==> config.mk <==
export PLATFORM = sky130hd
export DESIGN_NAME = pdc_combiner
export DESIGN_NICKNAME = d
export VERILOG_FILES = /design/src/rtl/pdc_pkg.sv /design/src/rtl/pdc_stage_decode.sv /design/src/rtl/pdc_delay_line.sv /design/src/rtl/pdc_weighted_sum.sv /design/src/rtl/pdc_combiner.sv
export SDC_FILE = /design/constraint.sdc
export NUM_CORES = 1
export LEC_CHECK = 0
export ABC_AREA = 1
export BUFFER_PORTS_ARGS = -buffer_cell sky130_fd_sc_hd__clkbuf_2
export CAP_MARGIN = 10
export CORE_UTILIZATION = 58
export DETAILED_ROUTE_END_ITERATION = 7
export GPL_TIMING_DRIVEN = 0
export PLACE_DENSITY = 0.85
export SYNTH_ARGS = -nofsm -noshare
export SYNTH_HDL_FRONTEND = slang
export SYNTH_SLANG_ARGS = --single-unit
==> constraint.sdc <==
create_clock -name clk -period 5.1 [get_ports clk]
set_clock_uncertainty 0.15 [all_clocks]
set_input_delay 0.255 -clock clk [delete_from_list [all_inputs] [get_ports clk]]
set_output_delay 0.255 -clock clk [all_outputs]
set_load 0.02 [all_outputs]
==> src/rtl/pdc_pkg.sv <==
// Shared types and code values for the pipelined-converter digit combiner.
// Assumes a comparator pair is reported as a 2-bit thermometer code.
package pdc_pkg;
    typedef logic signed [1:0] digit_t;

    localparam logic [1:0] CODE_NEG  = 2'b00;
    localparam logic [1:0] CODE_ZERO = 2'b01;
    localparam logic [1:0] CODE_POS  = 2'b11;
    localparam logic [1:0] CODE_BAD  = 2'b10;
endpackage

==> src/rtl/pdc_stage_decode.sv <==
// Turns one stage's comparator pair into a signed digit.
// Assumes thermometer coding. The impossible code yields digit 0 and is flagged.
module pdc_stage_decode
    import pdc_pkg::*;
(
    input  logic [1:0] code,
    output digit_t     digit,
    output logic       illegal
);
    // Map the three legal regions to -1/0/+1 and flag the fourth code.
    always_comb begin
        illegal = 1'b0;
        case (code)
            CODE_NEG:  digit = -2'sd1;
            CODE_POS:  digit = 2'sd1;
            CODE_ZERO: digit = 2'sd0;
            default: begin
                digit   = 2'sd0;
                illegal = 1'b1;
            end
        endcase
    end
endmodule

==> src/rtl/pdc_delay_line.sv <==
// Fixed-length register delay for one stage's digit.
// A DEPTH of zero gives a plain wire. The reset clears every tap.
module pdc_delay_line #(
    parameter int WIDTH = 2,
    parameter int DEPTH = 1
) (
    input  logic             clk,
    input  logic             rst_n,
    input  logic [WIDTH-1:0] din,
    output logic [WIDTH-1:0] dout
);
    generate
        if (DEPTH == 0) begin : g_wire
            assign dout = din;
        end else begin : g_regs
            logic [WIDTH-1:0] tap_q [DEPTH];

            // Shift the digit one tap per clock and clear it on reset.
            always_ff @(posedge clk) begin
                if (!rst_n) begin
                    for (int j = 0; j < DEPTH; j++) tap_q[j] <= '0;
                end else begin
                    tap_q[0] <= din;
                    for (int j = 1; j < DEPTH; j++) tap_q[j] <= tap_q[j-1];
                end
            end

            assign dout = tap_q[DEPTH-1];
        end
    endgenerate
endmodule

==> src/rtl/pdc_weighted_sum.sv <==
// Adds aligned digits with binary weights and registers the result.
// Assumes digit i sits at bits 2i+1:2i and carries weight 2^(N-1-i).
// The result loads only when load_en is high and holds otherwise.
module pdc_weighted_sum #(
    parameter int N = 7,
    parameter int W = 8
) (
    input  logic                clk,
    input  logic                rst_n,
    input  logic [2*N-1:0]      digits,
    input  logic                load_en,
    output logic                sum_valid,
    output logic signed [W-1:0] sum_q
);
    logic signed [W-1:0] sum_d;

    // Sign-extend each digit, shift it to its weight and accumulate.
    always_comb begin
        logic signed [W-1:0] term;
        sum_d = '0;
        for (int i = 0; i < N; i++) begin
            term  = W'($signed(digits[2*i +: 2]));
            term  = term <<< (N - 1 - i);
            sum_d = sum_d + term;
        end
    end

    // Register the sum for a valid sample; keep the old word for bubbles.
    always_ff @(posedge clk) begin
        if (!rst_n) begin
            sum_valid <= 1'b0;
            sum_q     <= '0;
        end else begin
            sum_valid <= load_en;
            if (load_en) sum_q <= sum_d;
        end
    end
endmodule

==> src/rtl/pdc_combiner.sv <==
// Top of the digit combiner. It decodes N comparator pairs, aligns the skewed
// digits with per-stage delays of N-1-i cycles and sums them with binary weights.
// Assumes stage i presents a sample's code i cycles after stage 0. The valid
// strobe comes with stage 0. N must be at least 2.
module pdc_combiner
    import pdc_pkg::*;
#(
    parameter int N = 7,
    localparam int W = $clog2((1 << N) - 1) + 1
) (
    input  logic                clk,
    input  logic                rst_n,
    input  logic                in_valid,
    input  logic [2*N-1:0]      cmp,
    output logic                out_valid,
    output logic signed [W-1:0] out_word,
    output logic                code_err
);
    logic [N-1:0]   stage_live;   // stage i currently holds a valid sample
    logic [N-1:0]   stage_bad;
    logic [2*N-1:0] aligned;
    logic [N-1:1]   vtap_q;
    logic           err_hit;

    // Carry the valid strobe down the stages, one tap per cycle.
    always_ff @(posedge clk) begin
        if (!rst_n) vtap_q <= '0;
        else        vtap_q <= {vtap_q[N-2:1], in_valid};
    end

    assign stage_live = {vtap_q, in_valid};

    generate
        for (genvar i = 0; i < N; i++) begin : g_stage
            digit_t dig;

            pdc_stage_decode u_dec (
                .code    (cmp[2*i +: 2]),
                .digit   (dig),
                .illegal (stage_bad[i])
            );

            pdc_delay_line #(
                .WIDTH (2),
                .DEPTH (N - 1 - i)
            ) u_dly (
                .clk   (clk),
                .rst_n (rst_n),
                .din   (dig),
                .dout  (aligned[2*i +: 2])
            );
        end
    endgenerate

    assign err_hit = |(stage_live & stage_bad);

    // Latch the error flag on an illegal code that belongs to a live sample.
    always_ff @(posedge clk) begin
        if (!rst_n)       code_err <= 1'b0;
        else if (err_hit) code_err <= 1'b1;
    end

    pdc_weighted_sum #(
        .N (N),
        .W (W)
    ) u_sum (
        .clk       (clk),
        .rst_n     (rst_n),
        .digits    (aligned),
        .load_en   (stage_live[N-1]),
        .sum_valid (out_valid),
        .sum_q     (out_word)
    );
endmodule

==> impl_metrics.py, run 1 <==
metrics = {
    "run_status": {
        "status": "finished, final reports clean",
    },
    "routing": {
        "drtIter0Drc": 53,
        "dr_total_vias": 1869,
        "route.met3.wl_um": 161,
        "highest_layer": "met4",
        "wl_per_cell_um": 10.5,
        "antenna_left": 0,
        "vias_per_cell": 4.55,
        "wirelength_mm": 4.33,
        "wl_met2_mm": 2.37,
        "drcViolationCount": 0,
        "drtPass1Iterations": 4,
        "wl_met1_mm": 1.70,
    },
    "global_route": {
        "grt_pass1_wl_mm": 7.69,
        "grt_antenna_before_repair": 0,
        "grtUsageTotal_pct": 20.8,
        "grt_remaining_overflow": 0,
        "grt_max_degree": 11,
        "grt_pass1_vias": 1889,
    },
    "synthesis": {
        "synth_top_area_cell": "dfxtp_1",
        "synthArstFlopShare_pct": 0,
        "yosysWarningCount": 0,
        "synth_common_cells": "inv_1, nand2_1, dfxtp_1",
        "synth_seq_area_share_pct": 44.4,
        "synth_fp_nets": 371,
        "netlist_top_cells_area": "dfxtp_1, inv_1, ha_1, nand2_1, fa_1",
        "yosysMostFrequentCell": "inv_1",
        "synthCells": 317,
        "synthDistinctLibCells": 18,
        "netlist_area_um2": 2610,
        "synth-edff-count": 0,
        "netlist.area_leader.share_pct": 44.4,
        "ys_ff_latch": 58,
        "syn_avg_cell_area_um2": 8.25,
        "synth_ff_type": "dfxtp_1",
    },
    "sta": {
        "grt_setup_unrepaired": "false",
        "fmax_mhz": 242,
        "slew_headroom_pct": 70.6,
        "finalSetupTns_ns": 0,
        "setup_ws_ns": 0.959,
        "setup_viol": 0,
        "worst_pin_slew_ns": 0.442,
        "finalCriticalPeriod_ns": 4.14,
        "post-route-period-util_pct": 81.2,
        "hold_violations": 0,
        "final_max_slew_viol_count": 0,
    },
    "power": {
        "peakVddDrop_mv": 0.236,
        "power_leakage_nw": 1.92,
        "powerDensity_nw_per_um2": 334,
    },
    "place": {
        "portBuffers": 25,
        "place_hpwl_mm": 3.30,
        "dp_slack_ns": 0.738,
        "gp_congestion": 0.796,
    },
    "clock_network": {
        "clk_latency_ns": 0.32,
        "postCtsSetupBuffers": 0,
        "numCtsBuffers": 9,
        "cts_tree": "yes",
        "clk_path_buf_depth": 2,
        "root_buffer": "clkbuf_8",
        "cts.htree.levels": 3,
        "clkTransAtPathRegs_ns": 0.06,
        "clock_sinks": 58,
    },
    "flow_run": {
        "timing.max_cap.violations": 0,
    },
    "critical_path": {
        "critical_path.max_fanout": 5,
        "arrival_ns": 4.22,
        "crit_type": "reg -> reg",
        "end_kind": "flip-flop",
        "r2r_setup_slack_ns": 0.96,
        "setup.worst_path.start_class": "flip-flop",
        "required_ns": 5.18,
    },
    "final_layout": {
        "nets": 408,
        "drive_gt1_share_pct": 12.0,
        "area_delta_synth_final_pct": 16.0,
        "diodes": 0,
    },
    "floorplan": {
        "rows": 24,
        "die_y_um": 69.1,
        "initial_core_util_pct": 60.0,
        "dieArea_um2": 4780,
        "io_pins": 27,
        "fp.coreArea_um2": 4350,
        "die_w_um": 69.1,
    },
    "worst_hold_path": {
        "hp-class": "in -> reg",
    },
}
[final timing paths]
| check | start | endpoint | depth (start not counted) |
|---|---|---|---|
| worst min-delay path | cmp[3] | g_stage[1].u_dly.g_regs.tap_q[0][0]$_SDFF_PN0_ | 4 |
| worst max-delay path | g_stage[5].u_dly.g_regs.tap_q[0][1]$_SDFF_PN0_ | u_sum.sum_q[7]$_SDFFE_PN0P_ | 21 |
| worst max register to register | g_stage[5].u_dly.g_regs.tap_q[0][1]$_SDFF_PN0_ | u_sum.sum_q[7]$_SDFFE_PN0P_ | 21 |
| worst min register to register | g_stage[1].u_dly.g_regs.tap_q[0][0]$_SDFF_PN0_ | g_stage[1].u_dly.g_regs.tap_q[0][2]$_SDFF_PN0_ | 2 |
[report_power, final]
group,leakage (nW),internal [mW],switching (mW)
combinational,1.34,0.0342,0.0506
sequential,0.473,0.467,0.00547
clock,0.109,0.287,0.170
total,1.92,0.788,0.226
[placed cells by master, fill, tap and decap left out]
master	n
buf_4	1
nand2_1	73
buf_2	1
xnor2_1	1
buf_6	1
dlygate4sd3_1	1
ha_1	27
inv_1	94
a31oi_1	1
clkbuf_1	7
clkbuf_2	25
clkinvlp_4	1
nor2_1	18
a221oi_1	2
nand3_1	7
o21ai_0	7
bufinv_16	2
xor2_1	5
clkbuf_8	10
clkinv_2	2
fa_1	10
a21o_1	1
dfxtp_1	58
a21oi_1	4
[metal layers]
metal	GRT usage (%)	vias up
met5	0	-
met1	20.0	846
met2	40.1	39
li1	-	976
met3	6.14	8
met4	9.30	0
[cell type report]
cell class              count  area [µm²]
well taps                  52        65.1
fillers                   339        1320
clock inverters             5        77.6
multi-input cells         156        1050
repair buffers             26         135
inverters                  94         353
clock buffers              11         141
plain buffers               9        46.3
flip-flops and latches     58        1160
[cell families after synthesis]
logic type,after synthesis,synth area share [%]
flops,58,44.4
simple gates,98,14.4
buf+inv,103,15.3
xor+xnor,6,2.01
fa+ha+maj,37,20.6
compound gates,15,3.30
[timing repair]
action                    4_1_cts  5_1_grt
hold endpoints to repair        1        0
hold buffers                    1        0
resized for setup               0        0
[through the flow]
step                      hold WS, ns  power (mW)  utilization [%]  instances  cell area [µm²]
after floorplan                 0.198       0.541                -        317             2610
after global placement          0.242       0.560             64.4        394             2800
after detailed placement        0.246       0.567             64.4        394             2800
after CTS                      0.0850        1.03             69.7        411             3030
after global routing            0.114        1.06             69.7        411             3030
final                           0.103        1.01             69.7        411             3030
[worst max-delay path, cell delays in order, from the launching register on]
cell	delay, ns
dfxtp_1	0.43
inv_1	0.11
fa_1	0.50
inv_1	0.07
fa_1	0.54
inv_1	0.06
fa_1	0.53
inv_1	0.05
fa_1	0.48
fa_1	0.45
inv_1	0.06
nand2_1	0.04
nand2_1	0.08
inv_1	0.04
nand2_1	0.06
nand2_1	0.05
nand2_1	0.07
nand2_1	0.05
nand2_1	0.05
nand3_1	0.07
nand2_1	0.06
inv_1	0.03
[registers in the layout, indices dropped and copies added, names as in the netlist]
signal                      count
code_err                        1
g_stage.u_dly.g_regs.tap_q     42
u_sum.sum_q                     8
u_sum.sum_valid                 1
vtap_q                          6
No activity file was read; power rests on OpenSTA's default activity.
==> run 2: changes to the inputs <==
- ABC_AREA: 1 -> 0
- CORE_UTILIZATION: 58 -> 52
- PLACE_DENSITY: 0.85 -> 0.81
- clock period: 5.1 -> 3.6 ns (I/O delays scaled with it)
==> run 2 against run 1 <==
The run now ends with DRC, setup timing left. Setup slack got worse by 1.3 ns. Non-clock buffer count increased by 4. Die area up 6.3%. Critical path type unchanged.
==> impl_metrics.py, run 2 <==
metrics = {
    "clock_network": {
        "cts.htree.levels": 3,
        "clock_sinks": 58,
        "numCtsBuffers": 9,
        "clk_path_buf_depth": 2,
        "cts_tree": "yes",
        "clk_latency_ns": 0.33,
        "clkTransAtPathRegs_ns": 0.07,
        "root_buffer": "clkbuf_8",
    },
    "final_layout": {
        "nets": 324,
        "reg.largest.list": "g_stage.u_dly.g_regs.tap_q (42), u_sum.sum_q (8), vtap_q (6)",
        "diodes": 0,
        "final_common_cell": "dfxtp_1",
        "finalNonFillerCells": 327,
        "largest_reg_flops": 42,
        "area_delta_synth_final_pct": 19.9,
        "final_cell_mix": "dfxtp_1, and2_1, inv_1, clkbuf_2, ha_1",
        "drive_gt1_share_pct": 21.5,
        "top_register": "g_stage.u_dly.g_regs.tap_q",
    },
    "worst_hold_path": {
        "hp-class": "in -> reg",
    },
    "synthesis": {
        "ys_ff_latch": 58,
        "netlist.area_leader.share_pct": 46.5,
        "synth_top_area_cell": "dfxtp_1",
        "yosysMostFrequentCell": "dfxtp_1",
        "synth_fp_nets": 282,
        "synth-edff-count": 0,
        "synthCells": 228,
        "syn_avg_cell_area_um2": 10.9,
        "synth_ff_type": "dfxtp_1",
        "yosysWarningCount": 0,
        "netlist_top_cells_area": "dfxtp_1, ha_1, and2_1, fa_1, inv_1",
        "synth_common_cells": "dfxtp_1, and2_1, inv_1",
        "netlist_area_um2": 2490,
        "synthArstFlopShare_pct": 0,
        "synthDistinctLibCells": 21,
        "synth_seq_area_share_pct": 46.5,
    },
    "sta": {
        "hold_violations": 0,
        "final_max_slew_viol_count": 0,
        "post-route-period-util_pct": 108,
        "grt_setup_unrepaired": "true",
        "worst_pin_slew_ns": 0.552,
        "fmax_mhz": 256,
        "setup_viol": 1,
        "whs_ns": 0.0170,
        "slew_headroom_pct": 63.2,
        "setup_ws_ns": -0.299,
        "finalCriticalPeriod_ns": 3.90,
    },
    "critical_path": {
        "critical_path.max_fanout": 4,
        "arrival_ns": 3.96,
        "crit_start": "g_stage[5].u_dly.g_regs.tap_q[0][1]$_SDFF_PN0_",
        "required_ns": 3.67,
        "crit_type": "reg -> reg",
        "r2r_start": "g_stage[5].u_dly.g_regs.tap_q[0][1]$_SDFF_PN0_",
        "rr_worst_depth": 15,
        "crit_path_cell_trace": "inv_4, fa_1, inv_1, fa_1, inv_1, fa_1, inv_1, ha_1, ha_2, fa_2, xor2_1, xnor2_1, xnor3_1, mux2i_1, nor2_1",
        "crit_end": "u_sum.sum_q[7]$_SDFFE_PN0P_",
        "setup.worst_path.start_class": "flip-flop",
        "crit_slowest_cell": "fa_1",
        "timing.rr.end": "u_sum.sum_q[7]$_SDFFE_PN0P_",
        "end_kind": "flip-flop",
        "worst_path_largest_cell_delay_ns": 0.53,
        "r2r_setup_slack_ns": -0.30,
    },
    "routing": {
        "dr_total_vias": 1484,
        "wl_per_cell_um": 11.9,
        "drcViolationCount": 1,
        "drtIter0Drc": 39,
        "vias_per_cell": 4.54,
        "wirelength_mm": 3.89,
        "drtPass1Iterations": 6,
        "antenna_left": 0,
    },
    "global_route": {
        "grtUsageTotal_pct": 18.6,
        "grt_antenna_before_repair": 0,
        "grt_remaining_overflow": 0,
        "grt_pass1_vias": 1573,
        "grt_max_degree": 11,
        "grt_pass1_wl_mm": 6.88,
    },
    "place": {
        "place_inst": 306,
        "place_hpwl_mm": 2.84,
        "portBuffers": 26,
        "dp_slack_ns": -0.529,
        "gp_congestion": 0.751,
    },
    "power": {
        "powerDensity_nw_per_um2": 481,
        "clockPowerShare_pct": 44.9,
        "comb_power_share_pct": 8.7,
        "p_int_mw": 1.13,
        "power_leakage_nw": 1.46,
        "swShare_pct": 21.5,
        "power_switching_mw": 0.310,
        "peakVddDrop_mv": 0.226,
        "seq_power_share_pct": 46.4,
    },
    "floorplan": {
        "die_y_um": 71.3,
        "initial_core_util_pct": 55.8,
        "die_w_um": 71.3,
        "rows": 24,
        "fp.coreArea_um2": 4470,
        "io_pins": 27,
        "dieArea_um2": 5080,
    },
    "run_status": {
        "violations": "DRC, setup timing",
        "status": "finished with violations",
    },
    "flow_run": {
        "timing.max_cap.violations": 0,
    },
}
run 2: logic make-up after synthesis:
| kind of cell | count (synthesis) | synth area share (%) |
|---|---|---|
| adder cells (fa/ha/maj) | 37 | 21.6 |
| AO/OA/AOI/OAI | 12 | 3.61 |
| multiplexers | 6 | 2.41 |
| buffers and inverters | 43 | 6.92 |
| AND/OR/NAND/NOR | 58 | 13.2 |
| XOR/XNOR | 14 | 5.77 |
| flip-flops | 58 | 46.5 |
run 2: routing by layer:
metal  vias to the layer above  GRT usage (%)  share of wire [%]
met1                       665           19.1                 42
li1                        776              -                  -
met2                        33           33.5                 52
met5                         -              0                  0
met3                        10           5.49                3.9
met4                         0           10.7                2.4
run 2: area by class of cell:
cell class,instances,area [µm²]
plain buffers,8,51.3
clock buffers,11,141
clock inverters,5,77.6
fillers,338,1480
inverters,35,139
multi-input cells,127,1180
flip-flops and latches,58,1170
well taps,52,65.1
repair buffers,31,173
run 2: metrics by stage:
stage / utilization, % / setup TNS [ns] / cell area (µm²) / total power, mW
after floorplan: - / -0.210 / 2530 / 0.767
after global placement: 60.9 / -0.477 / 2720 / 0.798
after detailed placement: 60.9 / -0.630 / 2720 / 0.805
after CTS: 66.7 / -0.355 / 2980 / 1.46
after global routing: 66.9 / -0.417 / 2990 / 1.51
final: 66.9 / -0.299 / 2990 / 1.44
run 2: worst min-delay path by stage:
stage          depth (start not counted)                                              to  slack [ns]     start
2_1_floorplan                          1                            vtap_q[1]$_SDFF_PN0_        0.15  in_valid
3_3_place_gp                           2                            vtap_q[1]$_SDFF_PN0_        0.26  in_valid
3_5_place_dp                           2                            vtap_q[1]$_SDFF_PN0_        0.26  in_valid
4_1_cts                                4  g_stage[3].u_dly.g_regs.tap_q[0][0]$_SDFF_PN0_       0.005    cmp[7]
5_1_grt                                2                            vtap_q[2]$_SDFF_PN0_        0.02     rst_n
6_report                               4  g_stage[3].u_dly.g_regs.tap_q[0][0]$_SDFF_PN0_        0.02    cmp[7]
run 2: critical path: cells and delay by family (launching register included):
| kind | cells | cell delay (ns) |
|---|---|---|
| simple gates | 1 | 0.06 |
| flops | 1 | 0.38 |
| mux | 1 | 0.13 |
| buf+inv | 4 | 0.18 |
| fa+ha+maj | 6 | 2.32 |
| xor+xnor | 3 | 0.58 |
run 2: timing repair:
item | 4_1_cts | 5_1_grt
buffers inserted | 2 | 1
gates resized for setup | 3 | 1
endpoints found under the hold margin | 1 | 0
setup endpoints to repair | 2 | 2
hold buffers | 2 | 0
pin swaps | 2 | 1
run 2: power by group through the flow:
stage | sequential, mW | clock [mW] | combinational, mW
final | 0.668 | 0.645 | 0.125
after global routing | 0.669 | 0.693 | 0.144
after CTS | 0.668 | 0.662 | 0.127
after detailed placement | 0.682 | 0 | 0.123
after global placement | 0.682 | 0 | 0.116
after floorplan | 0.682 | 0 | 0.0850
==> run 3: changes to the inputs <==
- GPL_TIMING_DRIVEN: 0 -> 1
==> run 3 against run 2 <==
The flow still finishes with violations (DRC, setup timing). Final cell count fell by 0.61%. Sequential power barely moved. Sequential share of layout area rose by 0.087 points. Die area did not move. Global-route usage fell by 2.1 points. Flip-flop and latch count did not move. Count of clock-buffer cells in the layout fell by 1. First-iteration DRC count fell by 5.1%. Critical path type unchanged. Largest cell class unchanged.
==> impl_metrics.py, run 3 (synthesis results as in run 2) <==
metrics = {
    "floorplan": {
        "dieArea_um2": 5080,
        "die_y_um": 71.3,
        "initial_core_util_pct": 55.8,
        "fp.coreArea_um2": 4470,
        "die_w_um": 71.3,
        "rows": 24,
        "io_pins": 27,
    },
    "final_layout": {
        "design_area_um2": 2980,
        "area_delta_synth_final_pct": 19.3,
        "finalNonFillerCells": 325,
        "drive_gt1_share_pct": 22.7,
        "largest_reg_flops": 42,
        "final_common_cell": "dfxtp_1",
        "diodes": 0,
        "reg.largest.list": "g_stage.u_dly.g_regs.tap_q (42), u_sum.sum_q (8), vtap_q (6)",
        "nets": 322,
        "nFillCells": 342,
        "final_cell_mix": "dfxtp_1, and2_1, inv_1, clkbuf_2, ha_1",
        "top_register": "g_stage.u_dly.g_regs.tap_q",
    },
    "power": {
        "seq_power_share_pct": 46.5,
        "powerDensity_nw_per_um2": 482,
        "power_switching_mw": 0.321,
        "peakVddDrop_mv": 0.313,
        "comb_power_share_pct": 8.6,
        "power_leakage_nw": 1.46,
        "clockPowerShare_pct": 44.9,
        "swShare_pct": 22.3,
        "p_int_mw": 1.11,
    },
    "clock_network": {
        "cts.htree.levels": 3,
        "cts_tree": "yes",
        "clk_latency_ns": 0.33,
        "postCtsSetupBuffers": 0,
        "root_buffer": "clkbuf_8",
        "clock_sinks": 58,
        "clk_path_buf_depth": 2,
        "numCtsBuffers": 9,
        "clkTransAtPathRegs_ns": 0.07,
    },
    "place": {
        "gp_congestion": 0.777,
        "portBuffers": 26,
        "dp_slack_ns": -0.389,
        "place_hpwl_mm": 2.55,
        "place_area_um2": 2750,
        "place_inst": 308,
    },
    "global_route": {
        "grt_pass1_vias": 1451,
        "grt_remaining_overflow": 0,
        "grt_pass1_wl_mm": 6.23,
        "grt_max_degree": 45,
        "grt_antenna_before_repair": 0,
        "grtUsageTotal_pct": 16.4,
    },
    "sta": {
        "worst_pin_slew_ns": 0.590,
        "post-route-period-util_pct": 108,
        "grt_setup_unrepaired": "true",
        "finalCriticalPeriod_ns": 3.89,
        "slew_headroom_pct": 60.7,
        "setup_ws_ns": -0.290,
        "setup_viol": 1,
        "hold_violations": 0,
        "finalSetupTns_ns": -0.290,
        "final_max_slew_viol_count": 0,
        "fmax_mhz": 257,
        "whs_ns": 0.0174,
    },
    "routing": {
        "vias_per_cell": 4.62,
        "drtPass1Iterations": 5,
        "wirelength_mm": 3.57,
        "antenna_left": 0,
        "drcViolationCount": 1,
        "wl_per_cell_um": 11.0,
        "dr_total_vias": 1501,
        "drtIter0Drc": 37,
    },
    "critical_path": {
        "r2r_start": "g_stage[5].u_dly.g_regs.tap_q[0][1]$_SDFF_PN0_",
        "setup.worst_path.start_class": "flip-flop",
        "end_kind": "flip-flop",
        "required_ns": 3.66,
        "crit_type": "reg -> reg",
        "critical_path.max_fanout": 2,
        "r2r_setup_slack_ns": -0.29,
        "timing.rr.end": "u_sum.sum_q[7]$_SDFFE_PN0P_",
        "arrival_ns": 3.94,
        "rr_worst_depth": 14,
    },
    "run_status": {
        "status": "finished with violations",
        "violations": "DRC, setup timing",
    },
    "worst_hold_path": {
        "hold-path-endpoint": "g_stage[3].u_dly.g_regs.tap_q[0][0]$_SDFF_PN0_",
        "min_from": "cmp[7]",
        "hp-class": "in -> reg",
        "min_path_cells": 4,
    },
    "flow_run": {
        "timing.max_cap.violations": 0,
    },
}
-- run 3: cell types whose count changed in the layout (fill, tap and decap cells not counted), sizes merged --
cell / delta
clkbuf: -7
buf: +5
dlygate4sd3: -1
inv: +1
-- run 3: what timing repair did --
item	4_1_cts	5_1_grt
hold endpoints to repair	1	0
resized for setup	0	1
endpoints found under the setup margin	1	2
hold buffers	1	0
-- run 3: how the worst max path moves through the flow --
stage                                                        start  cells past startpoint                           to  slack, ns
CTS                 g_stage[5].u_dly.g_regs.tap_q[0][1]$_SDFF_PN0_                     14  u_sum.sum_q[7]$_SDFFE_PN0P_      -0.32
floorplan           g_stage[5].u_dly.g_regs.tap_q[0][1]$_SDFF_PN0_                     14  u_sum.sum_q[7]$_SDFFE_PN0P_      -0.21
global placement                                           cmp[13]                     16  u_sum.sum_q[7]$_SDFFE_PN0P_      -0.29
finish              g_stage[5].u_dly.g_regs.tap_q[0][1]$_SDFF_PN0_                     14  u_sum.sum_q[7]$_SDFFE_PN0P_      -0.29
detailed placement                                         cmp[13]                     16  u_sum.sum_q[7]$_SDFFE_PN0P_      -0.39
global route        g_stage[5].u_dly.g_regs.tap_q[0][1]$_SDFF_PN0_                     14  u_sum.sum_q[7]$_SDFFE_PN0P_      -0.51
-- run 3: layout make-up --
| cell class | instances | area [µm²] | area share (%) |
|---|---|---|---|
| multi-input cells | 127 | 1180 | 39.6 |
| flip-flops and latches | 58 | 1160 | 39.1 |
| repair buffers | 37 | 215 | 7.23 |
| inverters | 35 | 136 | 4.58 |
| clock buffers | 10 | 128 | 4.29 |
| clock inverters | 6 | 90.1 | 3.03 |
| well taps | 52 | 65.1 | 2.19 |
-- run 3: power by group through the flow --
stage | Combinational (mW) | Clock, mW | Sequential [mW]
2_1_floorplan | 0.0850 | 0 | 0.682
3_3_place_gp | 0.118 | 0 | 0.681
3_5_place_dp | 0.124 | 0 | 0.681
4_1_cts | 0.126 | 0.659 | 0.667
5_1_grt | 0.142 | 0.690 | 0.669
6_report | 0.123 | 0.644 | 0.667
-- run 3: layer usage --
metal  wire, µm  vias to the layer above  track usage [%]
met5          0                        -                0
met2       1750                       31             27.0
met1       1590                      685             18.9
met3        157                        9             6.75
met4         74                        0             7.33
li1           -                      776                -
-- run 3: critical path, cell delays in order, from the launching register on --
cell and delay, ns:
dfxtp_2 0.34, inv_2 0.06, fa_1 0.55, inv_1 0.06, fa_1 0.49, inv_2 0.04, fa_1 0.49, inv_1 0.05
fa_1 0.47, fa_2 0.35, xor2_1 0.16, xnor2_1 0.14, xnor3_1 0.23, mux2i_1 0.13, nor2_1 0.06
-- run 3: per-stage QoR --
stage	power, mW	util [%]
after floorplan	0.767	-
after global placement	0.799	61.4
after detailed placement	0.805	61.4
after CTS	1.45	66.5
after global routing	1.50	66.5
final	1.43	66.5
